--- src/rtl/serial_rx_pkg.sv ---
package serial_rx_pkg;

  typedef enum logic [2:0] {
    ST_IDLE,
    ST_START,
    ST_DATA,
    ST_PARITY,
    ST_STOP1,
    ST_STOP2
  } rx_state_e;

  typedef struct packed {
    logic len7;
    logic par_en;
    logic par_odd;
    logic two_stop;
    logic os8;
  } rx_cfg_t;

endpackage

--- src/rtl/rx_sync.sv ---
module rx_sync #(
  parameter int STAGES = 2
) (
  input  logic clk,
  input  logic rst,
  input  logic din,
  output logic dout
);
  logic [STAGES-1:0] chain;

  always_ff @(posedge clk) begin
    if (rst) chain <= '1;
    else     chain <= {chain[STAGES-2:0], din};
  end

  assign dout = chain[STAGES-1];
endmodule

--- src/rtl/rx_frame.sv ---
module rx_frame
  import serial_rx_pkg::*;
#(
  parameter int DATA_W  = 8,
  parameter int OS_FULL = 16,
  parameter int OS_ALT  = 8
) (
  input  logic              clk,
  input  logic              rst,
  input  logic              tick,
  input  logic              line,
  input  rx_cfg_t           cfg,
  output logic              char_valid,
  output logic [DATA_W-1:0] char_data,
  output logic              char_ferr,
  output logic              char_perr
);
  localparam int CNT_W = $clog2(OS_FULL + 1);
  localparam int IDX_W = $clog2(DATA_W);

  rx_state_e         state;
  logic [CNT_W-1:0]  cnt;
  logic [CNT_W-1:0]  period;
  logic [CNT_W-1:0]  target;
  logic [IDX_W-1:0]  bit_idx;
  logic [IDX_W-1:0]  last_idx;
  logic [DATA_W-1:0] shreg;
  logic              par_acc;
  logic              perr_q;
  logic              prev_line;
  logic              hit;

  always_comb begin
    period   = cfg.os8 ? CNT_W'(OS_ALT) : CNT_W'(OS_FULL);
    target   = (state == ST_START) ? (period >> 1) : period;
    hit      = tick && ((cnt + 1'b1) == target);
    last_idx = cfg.len7 ? IDX_W'(DATA_W - 2) : IDX_W'(DATA_W - 1);
  end

  always_ff @(posedge clk) begin
    if (rst) begin
      state      <= ST_IDLE;
      cnt        <= '0;
      bit_idx    <= '0;
      shreg      <= '0;
      par_acc    <= 1'b0;
      perr_q     <= 1'b0;
      prev_line  <= 1'b1;
      char_valid <= 1'b0;
      char_data  <= '0;
      char_ferr  <= 1'b0;
      char_perr  <= 1'b0;
    end else begin
      char_valid <= 1'b0;
      if (tick) prev_line <= line;
      if (tick && state != ST_IDLE) cnt <= hit ? '0 : cnt + 1'b1;

      case (state)
        ST_IDLE: begin
          if (tick && prev_line && !line) begin
            state <= ST_START;
            cnt   <= '0;
          end
        end
        ST_START: begin
          if (hit) begin
            if (line) begin
              state <= ST_IDLE;
            end else begin
              state   <= ST_DATA;
              bit_idx <= '0;
              par_acc <= 1'b0;
              perr_q  <= 1'b0;
            end
          end
        end
        ST_DATA: begin
          if (hit) begin
            shreg   <= {line, shreg[DATA_W-1:1]};
            par_acc <= par_acc ^ line;
            bit_idx <= bit_idx + 1'b1;
            if (bit_idx == last_idx)
              state <= cfg.par_en ? ST_PARITY : ST_STOP1;
          end
        end
        ST_PARITY: begin
          if (hit) begin
            perr_q <= ((par_acc ^ line) != cfg.par_odd);
            state  <= ST_STOP1;
          end
        end
        ST_STOP1: begin
          if (hit) begin
            char_valid <= 1'b1;
            char_ferr  <= !line;
            char_perr  <= cfg.par_en && perr_q;
            char_data  <= cfg.len7 ? {1'b0, shreg[DATA_W-1:1]} : shreg;
            state      <= cfg.two_stop ? ST_STOP2 : ST_IDLE;
          end
        end
        ST_STOP2: begin
          if (hit) state <= ST_IDLE;
        end
        default: state <= ST_IDLE;
      endcase
    end
  end
endmodule

--- src/rtl/rx_fifo.sv ---
module rx_fifo #(
  parameter int DATA_W = 8,
  parameter int DEPTH  = 16
) (
  input  logic              clk,
  input  logic              rst,
  input  logic              wr_en,
  input  logic [DATA_W-1:0] wr_data,
  input  logic              rd_en,
  output logic [DATA_W-1:0] rd_data,
  output logic              empty,
  output logic              full
);
  localparam int AW = $clog2(DEPTH);

  logic [DATA_W-1:0] mem [DEPTH];
  logic [AW:0]       wr_ptr;
  logic [AW:0]       rd_ptr;

  assign empty = (wr_ptr == rd_ptr);
  assign full  = (wr_ptr[AW] != rd_ptr[AW]) && (wr_ptr[AW-1:0] == rd_ptr[AW-1:0]);

  always_ff @(posedge clk) begin
    if (wr_en && !full) mem[wr_ptr[AW-1:0]] <= wr_data;
  end

  always_ff @(posedge clk) begin
    if (rd_en && !empty) rd_data <= mem[rd_ptr[AW-1:0]];
  end

  always_ff @(posedge clk) begin
    if (rst) begin
      wr_ptr <= '0;
      rd_ptr <= '0;
    end else begin
      if (wr_en && !full)  wr_ptr <= wr_ptr + 1'b1;
      if (rd_en && !empty) rd_ptr <= rd_ptr + 1'b1;
    end
  end
endmodule

--- src/rtl/serial_char_rx.sv ---
module serial_char_rx
  import serial_rx_pkg::*;
#(
  parameter int DATA_W      = 8,
  parameter int FIFO_DEPTH  = 16,
  parameter int OS_FULL     = 16,
  parameter int OS_ALT      = 8,
  parameter int SYNC_STAGES = 2
) (
  input  logic              clk,
  input  logic              rst,
  input  logic              base_tick,
  input  logic              rx_line,
  input  logic              cfg_len7,
  input  logic              cfg_par_en,
  input  logic              cfg_par_odd,
  input  logic              cfg_two_stop,
  input  logic              cfg_os8,
  input  logic              rd_en,
  output logic [DATA_W-1:0] rd_data,
  output logic              fifo_empty,
  output logic              err_frame,
  output logic              err_parity,
  output logic              err_overrun,
  input  logic              err_clr
);
  rx_cfg_t           cfg;
  logic              line_s;
  logic              char_valid;
  logic [DATA_W-1:0] char_data;
  logic              char_ferr;
  logic              char_perr;
  logic              fifo_full;

  assign cfg = '{len7: cfg_len7, par_en: cfg_par_en, par_odd: cfg_par_odd,
                 two_stop: cfg_two_stop, os8: cfg_os8};

  rx_sync #(.STAGES(SYNC_STAGES)) u_sync (
    .clk(clk), .rst(rst), .din(rx_line), .dout(line_s)
  );

  rx_frame #(.DATA_W(DATA_W), .OS_FULL(OS_FULL), .OS_ALT(OS_ALT)) u_frame (
    .clk(clk), .rst(rst), .tick(base_tick), .line(line_s), .cfg(cfg),
    .char_valid(char_valid), .char_data(char_data),
    .char_ferr(char_ferr), .char_perr(char_perr)
  );

  rx_fifo #(.DATA_W(DATA_W), .DEPTH(FIFO_DEPTH)) u_fifo (
    .clk(clk), .rst(rst), .wr_en(char_valid && !fifo_full), .wr_data(char_data),
    .rd_en(rd_en), .rd_data(rd_data), .empty(fifo_empty), .full(fifo_full)
  );

  always_ff @(posedge clk) begin
    if (rst) begin
      err_frame   <= 1'b0;
      err_parity  <= 1'b0;
      err_overrun <= 1'b0;
    end else begin
      err_frame   <= (char_valid && char_ferr) || (err_frame && !err_clr);
      err_parity  <= (char_valid && char_perr) || (err_parity && !err_clr);
      err_overrun <= (char_valid && fifo_full) || (err_overrun && !err_clr);
    end
  end
endmodule

--- config.mk ---
export PLATFORM = sky130hd
export DESIGN_NAME = serial_char_rx
export DESIGN_NICKNAME = d
export VERILOG_FILES = /design/src/rtl/serial_rx_pkg.sv /design/src/rtl/rx_sync.sv /design/src/rtl/rx_frame.sv /design/src/rtl/rx_fifo.sv /design/src/rtl/serial_char_rx.sv
export SDC_FILE = /design/constraint.sdc
export NUM_CORES = 1
export LEC_CHECK = 0
export BUFFER_PORTS_ARGS = -buffer_cell sky130_fd_sc_hd__buf_2
export CELL_PAD_IN_SITES_DETAIL_PLACEMENT = 0
export CELL_PAD_IN_SITES_GLOBAL_PLACEMENT = 1
export CORE_UTILIZATION = 50
export DETAILED_ROUTE_END_ITERATION = 7
export PLACE_DENSITY = 0.81
export SYNTH_ARGS = -nofsm -noshare
export SYNTH_HDL_FRONTEND = slang
export SYNTH_SLANG_ARGS = --single-unit
--- constraint.sdc ---
create_clock -name clk -period 3.3 [get_ports clk]
set_input_delay 0 -clock clk [delete_from_list [all_inputs] [get_ports clk]]
set_output_delay 0 -clock clk [all_outputs]
set_load 0.03 [all_outputs]
==> results by group, run 1 <==
Run status
  • Status: complete, but fails checks
  • Violated checks: design-rule violations

Detailed routing
  • Top Layer Used: met4
  • Post-route ant nets: 0
  • Wire per inst: 20.27 µm
  • Routed wire length: 14760 µm
  • DR vias: 4313
  • Drt via density: 5.924
  • DRT met1 WL: 6393 µm
  • Pre-antenna DRT Iters: 7
  • DRC errors left: 3
  • Routed wl met3: 744 µm
  • DR WL met2: 7406 µm
  • DRT iter0 DRCs: 428

STA
  • Clock Skew: 0.01048 ns
  • Final Hold Fails: 0
  • # setup viols final: 0
  • Crit path time final: 2.671 ns
  • Final worst setup slack: 0.6292 ns
  • Fmax: 374.4 MHz
  • Crit share post-route: 80.93%
  • Slew Limit Fails: 0
  • RSZ-0062 raised after global routing: no
  • Hold slack: 0.04991 ns
  • Worst-Margin Slew: 1.020 ns
  • Rel. slew slack: 31.84%
  • Setup total negative slack: 0 ns

Floorplan
  • Die X: 125.5 µm
  • Core area: 14700 µm²
  • Initial Utilization: 51.89%
  • Die Ht: 125.5 µm
  • Die Area: 15750 µm²
  • Row cnt: 44
  • # IOs: 23

Worst setup path
  • Reg2reg start: u_frame.state[1]$_SDFFE_PP0P_
  • R2R setup slack: 0.63 ns
  • CP Capture Type: flop
  • Crit-path cells: inv_1 -> nand2b_1 -> ha_1 -> xor2_1 -> xnor2_1 -> nor4_2 -> buf_4 -> buf_4 -> a21oi_1 -> a311oi_1
  • Reg2reg path depth: 10
  • Critical path origin: u_frame.state[1]$_SDFFE_PP0P_
  • Crit path max-delay cell type: dfxtp_1
  • Max FO, Critical Path: 15
  • CP arrival: 2.99 ns
  • Crit path largest cell delay: 0.56 ns
  • Crit path top cell by count: buf_4
  • CP delay by family, top: buffers and inverters
  • Critical Path RT: 3.62 ns
  • WS Path Type: reg2reg
  • Startpoint Class: flop
  • Buf/Inv on CP: 3
  • Crit Reg-Reg Endpoint: u_frame.char_data[4]$_SDFFE_PP0P_

Power and ir drop
  • Leak pwr: 3.255 nW
  • Maximum vdd drop: 0.3858 mV
  • Register share of total power: 54.7%
  • Sw frac: 19.08%
  • Combinational fraction of design power: 1.6%
  • NetSw: 859.6 µW
  • Int Pwr: 3.646 mW
  • PwrDens: 526.7 nW/µm²
  • Clock power share: 43.6%

Logic synthesis
  • Sequential element share of the synthesized area: 66.14%
  • Leading register cell type out of synthesis: edfxtp_1
  • Distinct cell type count after synthesis: 48
  • Avg Cell Area, Syn: 15.04 µm²
  • Post-synth EDFFs: 136
  • Synth async-reset ratio: 0%
  • Post-Synthesis Net Count: 527
  • Register bit total from synthesis: 184
  • Mapped cell area: 7627 µm²
  • Cells after Synth: 507
  • Ys Warns: 0

Global routing
  • Largest net degree at the start of global routing: 40
  • Initial antenna violation count: 0
  • Grt total ovfl: 0
  • Global-route wire length before repair: 23360 µm
  • Vias in the first global route: 4233
  • Global Route Usage Sum: 20.12%

CTS
  • Maximum root-to-sink buffer count: 2
  • CTS Root Cell: clkbuf_16
  • Clk_lat worst skew: 0.43 ns
  • H-tree depth: 4
  • Clk sinks: 184
  • Reg clk slew, reported paths: 0.07 ns
  • Number of post-CTS setup repair buffers: 0
  • TritonCTS clock tree: yes
  • CTS Buf Count: 17

Layout
  • Fin util: 58.20%
  • P&R area growth vs syn: 12.16%
  • Final #Nets: 551
  • Diode count: 0
  • Fraction of layout cells with a size suffix above 1: 18.20%
  • Fill count: 1133

Hold path
  • HP Start: cfg_two_stop
  • HP Class: in2reg
  • Hold path cells: 5
  • Hold path endpoint: u_frame.state[2]$_SDFFE_PP0P_

Job
  • Max cap viols: 0

Place
  • IO Port Bufs: 22
  • DP Worst Slack: 0.6533 ns
  • HPWL after DPL: 9229 µm
  • Gp weighted congestion: 0.8259
## worst max path at each step
stage | endpoint | cells past startpoint
after floorplan | u_frame.perr_q$_SDFFE_PP0P_ | 10
after global placement | u_frame.perr_q$_SDFFE_PP0P_ | 9
after detailed placement | u_frame.perr_q$_SDFFE_PP0P_ | 8
after CTS | u_frame.perr_q$_SDFFE_PP0P_ | 8
after global routing | u_frame.char_data[4]$_SDFFE_PP0P_ | 10
final | u_frame.char_data[4]$_SDFFE_PP0P_ | 10
## synthesized netlist by cell type (2+ instances only)
cell | number | area (µm²)
a211oi_1 | 9 | 67.56
a21oi_1 | 28 | 140.1
a22oi_1 | 3 | 22.52
a311oi_1 | 8 | 70.07
and2_1 | 2 | 12.51
and3_1 | 14 | 87.58
buf_1 | 6 | 22.52
buf_2 | 5 | 25.02
clkbuf_1 | 21 | 78.83
dfxtp_1 | 48 | 960.9
edfxtp_1 | 136 | 4084
ha_1 | 9 | 112.6
inv_1 | 11 | 41.29
mux2i_1 | 26 | 260.3
mux4_2 | 32 | 720.7
nand2_1 | 18 | 67.56
nand2b_1 | 2 | 12.51
nand3_1 | 14 | 70.07
nand4_1 | 7 | 43.79
nand4b_1 | 3 | 26.28
nor2_1 | 20 | 75.07
nor2b_1 | 16 | 100.1
nor3_1 | 7 | 35.03
nor3b_1 | 2 | 15.01
o211ai_1 | 5 | 37.54
o21ai_0 | 7 | 35.03
o31ai_1 | 4 | 30.03
or2_2 | 2 | 12.51
or4_1 | 3 | 22.52
xnor2_1 | 11 | 96.34
xor2_1 | 11 | 96.34
## tightest hold or removal path: cells and delay by family
| family | cells | cell delay, ns |
|---|---|---|
| and+or+nand+nor | 2 | 0.17 |
| AOI/OAI and AO/OA | 2 | 0.16 |
| buffers and inverters | 1 | 0.10 |
## metal layers
layer / global-route usage, % / vias to the layer above
met5: 0 / -
met4: 8.393 / 0
met3: 3.723 / 17
met2: 32.71 / 133
met1: 26.75 / 2145
li1: - / 2018
## state kept, by name (all words and copies together) (netlist names), 2 cells and up
name	count
u_fifo.mem	128
u_fifo.rd_data	8
u_fifo.rd_ptr	5
u_fifo.wr_ptr	5
u_frame.bit_idx	3
u_frame.char_data	8
u_frame.cnt	5
u_frame.shreg	8
u_frame.state	3
u_sync.chain	2
## cell families (layout without fill, tap and decap cells)
group / Yosys count / after routing / share of synthesized area (%)
multiplexers: 59 / 59 / 13.01
AND/OR/NAND/NOR: 116 / 116 / 8.284
adder cells (fa/ha/maj): 9 / 9 / 1.476
XOR/XNOR: 22 / 22 / 2.526
buffers and inverters: 45 / 82 / 2.411
flip-flops: 184 / 184 / 66.14
AO/OA/AOI/OAI: 72 / 72 / 6.152
## cells in the final DEF, fill, tap and decap left out, types with 2 or more instances in the layout
cell / n
xor2_1: 11
xnor2_1: 11
nor3b_1: 2
clkinv_2: 2
o21ai_0: 7
a211oi_1: 9
clkbuf_8: 4
nor2b_1: 16
clkbuf_1: 4
and3_1: 14
mux2i_1: 26
a311oi_1: 8
clkinvlp_4: 2
or4_1: 3
nand2_1: 18
a22oi_1: 3
edfxtp_1: 136
buf_2: 22
nand4_1: 7
or2_2: 2
dlygate4sd3_1: 5
o31ai_1: 4
ha_1: 9
nand3_1: 14
nand2b_1: 2
o211ai_1: 5
mux4_2: 32
nor3_1: 7
a21oi_1: 28
inv_1: 11
and2_1: 2
clkbuf_16: 18
dfxtp_1: 47
buf_4: 12
nand4b_1: 3
nor2_1: 20
## power groups by stage
stage                     registers, mW  logic [mW]  clock network [mW]
after floorplan                    2.51      0.0552                   0
after global placement             2.51      0.0667                   0
after detailed placement           2.51      0.0687                   0
after CTS                          2.46      0.0738                1.99
after global routing               2.46      0.0815                2.09
final                              2.46      0.0741                1.97
## through the flow
stage          cell area [µm²]  instances  power [mW]
4_1_cts                   8554        728       4.530
3_3_place_gp              7923        691       2.581
5_1_grt                   8554        728       4.637
3_5_place_dp              7923        691       2.583
6_report                  8554        728       4.506
2_1_floorplan             7627        507       2.562
## final cells by class
type                            instances  area (µm²)  area share (%)
Clock inverter                          6       61.31          0.7167
Tap cell                              184       230.2           2.691
Sequential cell                       184        5046           58.99
Multi-Input combinational cell        278        2405           28.11
Timing Repair Buffer                   39       250.2           2.925
Clock buffer                           26       520.5           6.085
Inverter                               11       41.29          0.4827
## what timing repair did
action | CTS | global route
resized for setup | 0 | 0
endpoints found under the hold margin | 8 | 0
hold buffers | 5 | 0
No activity file was read; power rests on OpenSTA's default activity.
==> run 2, diff against run 1 <==
--- a/config.mk
+++ b/config.mk
@@ -5,12 +5,13 @@
 export SDC_FILE = /design/constraint.sdc
 export NUM_CORES = 1
 export LEC_CHECK = 0
+export ABC_AREA = 1
 export BUFFER_PORTS_ARGS = -buffer_cell sky130_fd_sc_hd__buf_2
 export CELL_PAD_IN_SITES_DETAIL_PLACEMENT = 0
 export CELL_PAD_IN_SITES_GLOBAL_PLACEMENT = 1
 export CORE_UTILIZATION = 50
 export DETAILED_ROUTE_END_ITERATION = 7
-export PLACE_DENSITY = 0.81
+export PLACE_DENSITY = 0.84
 export SYNTH_ARGS = -nofsm -noshare
 export SYNTH_HDL_FRONTEND = slang
 export SYNTH_SLANG_ARGS = --single-unit
==> constraint.sdc (replaced) <==
create_clock -name clk -period 2.6 [get_ports clk]
set_input_delay 0 -clock clk [delete_from_list [all_inputs] [get_ports clk]]
set_output_delay 0 -clock clk [all_outputs]
set_load 0.03 [all_outputs]
==> run 2 against run 1 <==
Compared with the run above:
- the run now ends clean
- clock power is 34% higher
- clock-buffer cell count shrank 3
- combinational power grew to 8.2 times the previous value
==> results by group, run 2 <==
STA
  • Hold slack: 0.05368 ns
  • # setup viols final: 0
  • Crit share post-route: 79.59%
  • RSZ-0062 raised after global routing: no
  • Worst-Margin Slew: 0.8815 ns
  • Slew Limit Fails: 0
  • Final worst setup slack: 0.5306 ns
  • Rel. slew slack: 41.14%
  • Final Hold Fails: 0
  • Crit path time final: 2.069 ns
  • Setup total negative slack: 0 ns
  • Clock Skew: 0.01000 ns
  • Fmax: 483.2 MHz

Logic synthesis
  • Synth async-reset ratio: 0%
  • Share of the synthesized area in the top cell type: 53.27%
  • Mapped cell area: 7666 µm²
  • Synth area leaders: edfxtp_1 (53%), dfxtp_1 (13%), nand2_1 (6.4%), nor2_1 (5.3%), o21ai_0 (2.9%)
  • Avg Cell Area, Syn: 10.86 µm²
  • Register bit total from synthesis: 184
  • Most instantiated library cell after synthesis: edfxtp_1
  • Post-Synthesis Net Count: 726
  • Distinct cell type count after synthesis: 39
  • Sequential element share of the synthesized area: 65.81%
  • Post-synth EDFFs: 136
  • Cells after Synth: 706
  • Most frequent cells after synthesis: edfxtp_1 (136), nand2_1 (130), nor2_1 (108)
  • Leading register cell type out of synthesis: edfxtp_1
  • Synth area leader: edfxtp_1
  • Ys Warns: 0

Layout
  • Largest register FFs: 128
  • Register Area: 5047 µm²
  • Non-filler instance count after layout: 941
  • Fin util: 59.01%
  • Multi-input gate area: 2371 µm²
  • Commonest non-fill, non-tap cells in the layout: edfxtp_1 (136), nand2_1 (130), nor2_1 (108)
  • Final #Nets: 764
  • Final Instance Area: 8707 µm²
  • Most common cell after layout, fill and taps aside: edfxtp_1
  • Diode count: 0
  • Fraction of layout cells with a size suffix above 1: 10.83%
  • P&R area growth vs syn: 13.58%
  • Fill count: 1211

CTS
  • Clk sinks: 184
  • Number of post-CTS setup repair buffers: 0
  • Clk_lat worst skew: 0.43 ns
  • Reg clk slew, reported paths: 0.06 ns
  • CTS Root Cell: clkbuf_16
  • Maximum root-to-sink buffer count: 2
  • H-tree depth: 4
  • CTS Buf Count: 17
  • TritonCTS clock tree: yes

Power and ir drop
  • Maximum vdd drop: 0.4527 mV
  • Total chip power: 6.436 mW
  • Leak pwr: 3.115 nW
  • PwrDens: 739.2 nW/µm²

Place
  • HPWL after DPL: 10750 µm
  • IO Port Bufs: 22
  • Dpl cells: 902
  • Gp weighted congestion: 0.8805
  • Post-Place Cell Area: 8029 µm²
  • DP Worst Slack: 0.5479 ns

Floorplan
  • Initial Utilization: 51.96%
  • Die Area: 15830 µm²
  • Die Ht: 125.8 µm
  • Die X: 125.8 µm
  • Core area: 14750 µm²
  • # IOs: 23
  • Row cnt: 44

Detailed routing
  • Drt via density: 5.615
  • Routed wire length: 16240 µm
  • Pre-antenna DRT Iters: 5
  • DR vias: 5284
  • DRC errors left: 0
  • Post-route ant nets: 0
  • Wire per inst: 17.25 µm
  • DRT iter0 DRCs: 517

Global routing
  • Initial antenna violation count: 0
  • Global-route wire length before repair: 26300 µm
  • Global Route Usage Sum: 21.89%
  • Vias in the first global route: 5035
  • Grt total ovfl: 0
  • Largest net degree at the start of global routing: 68

Worst setup path
  • Startpoint Class: flop
  • CP arrival: 2.13 ns
  • Critical Path RT: 2.66 ns
  • R2R setup slack: 0.53 ns
  • Max FO, Critical Path: 8
  • WS Path Type: reg2reg
  • CP Capture Type: flop

Hold path
  • HP Class: in2reg

Job
  • Max cap viols: 0

Run status
  • Status: finished clean
[run 2: kinds of logic (layout without fill, tap and decap cells)]
group	Yosys count	in the layout	share of synthesized area, %
AOI/OAI and AO/OA	124	124	9.727
DFF	184	184	65.81
muxes	12	12	1.567
and+or+nand+nor	302	302	16.79
adders and majority gates	9	9	1.469
buffers and inverters	63	114	3.264
xor gates and xnor gates	12	12	1.371
[run 2: per-layer routing]
metal / vias up / global-route usage [%] / share of wire [%]
li1: 2566 / - / -
met1: 2547 / 29.07 / 44
met2: 157 / 36.24 / 49
met5: - / 0 / 0
met3: 14 / 4.630 / 5.4
met4: 0 / 6.733 / 1.1
[run 2: cell type report]
class,count,area share [%]
sequential,184,57.97
multi-input combinational,459,27.23
clock buffer,23,5.374
timing repair buffer,48,3.707
tap,184,2.644
clock inverter,9,1.609
inverter,34,1.466
[run 2: what timing repair did]
item,in CTS,in global routing
hold buffers,7,0
gates resized for setup,0,0
endpoints found under the hold margin,14,0
[run 2: critical path, stage by stage (launching register included)]
cell and delay, ns:
dfxtp_1 0.45, xor2_1 0.17, nor2_1 0.08, nand3b_1 0.12
nand2_1 0.08, inv_1 0.15, nand2_1 0.14, nor2_1 0.52
[run 2: worst paths after layout]
check             cells past startpoint                     startpoint                         end
setup / recovery                      7  u_fifo.wr_ptr[2]$_SDFFE_PP0P_  u_fifo.mem[0][4]$_DFFE_PP_
hold / removal                        2                            rst       err_parity$_SDFF_PP0_
setup reg to reg                      7  u_fifo.wr_ptr[2]$_SDFFE_PP0P_  u_fifo.mem[0][4]$_DFFE_PP_
hold reg to reg                       1     u_sync.chain[0]$_SDFF_PP1_  u_sync.chain[1]$_SDFF_PP1_
[run 2: where the power goes]
| group | total (mW) | switching, mW | internal, mW |
|---|---|---|---|
| Clock | 2.64 | 1.06 | 1.58 |
| Combinational | 0.605 | 0.414 | 0.190 |
| Sequential | 3.20 | 0.0441 | 3.15 |
| Total | 6.44 | 1.52 | 4.92 |
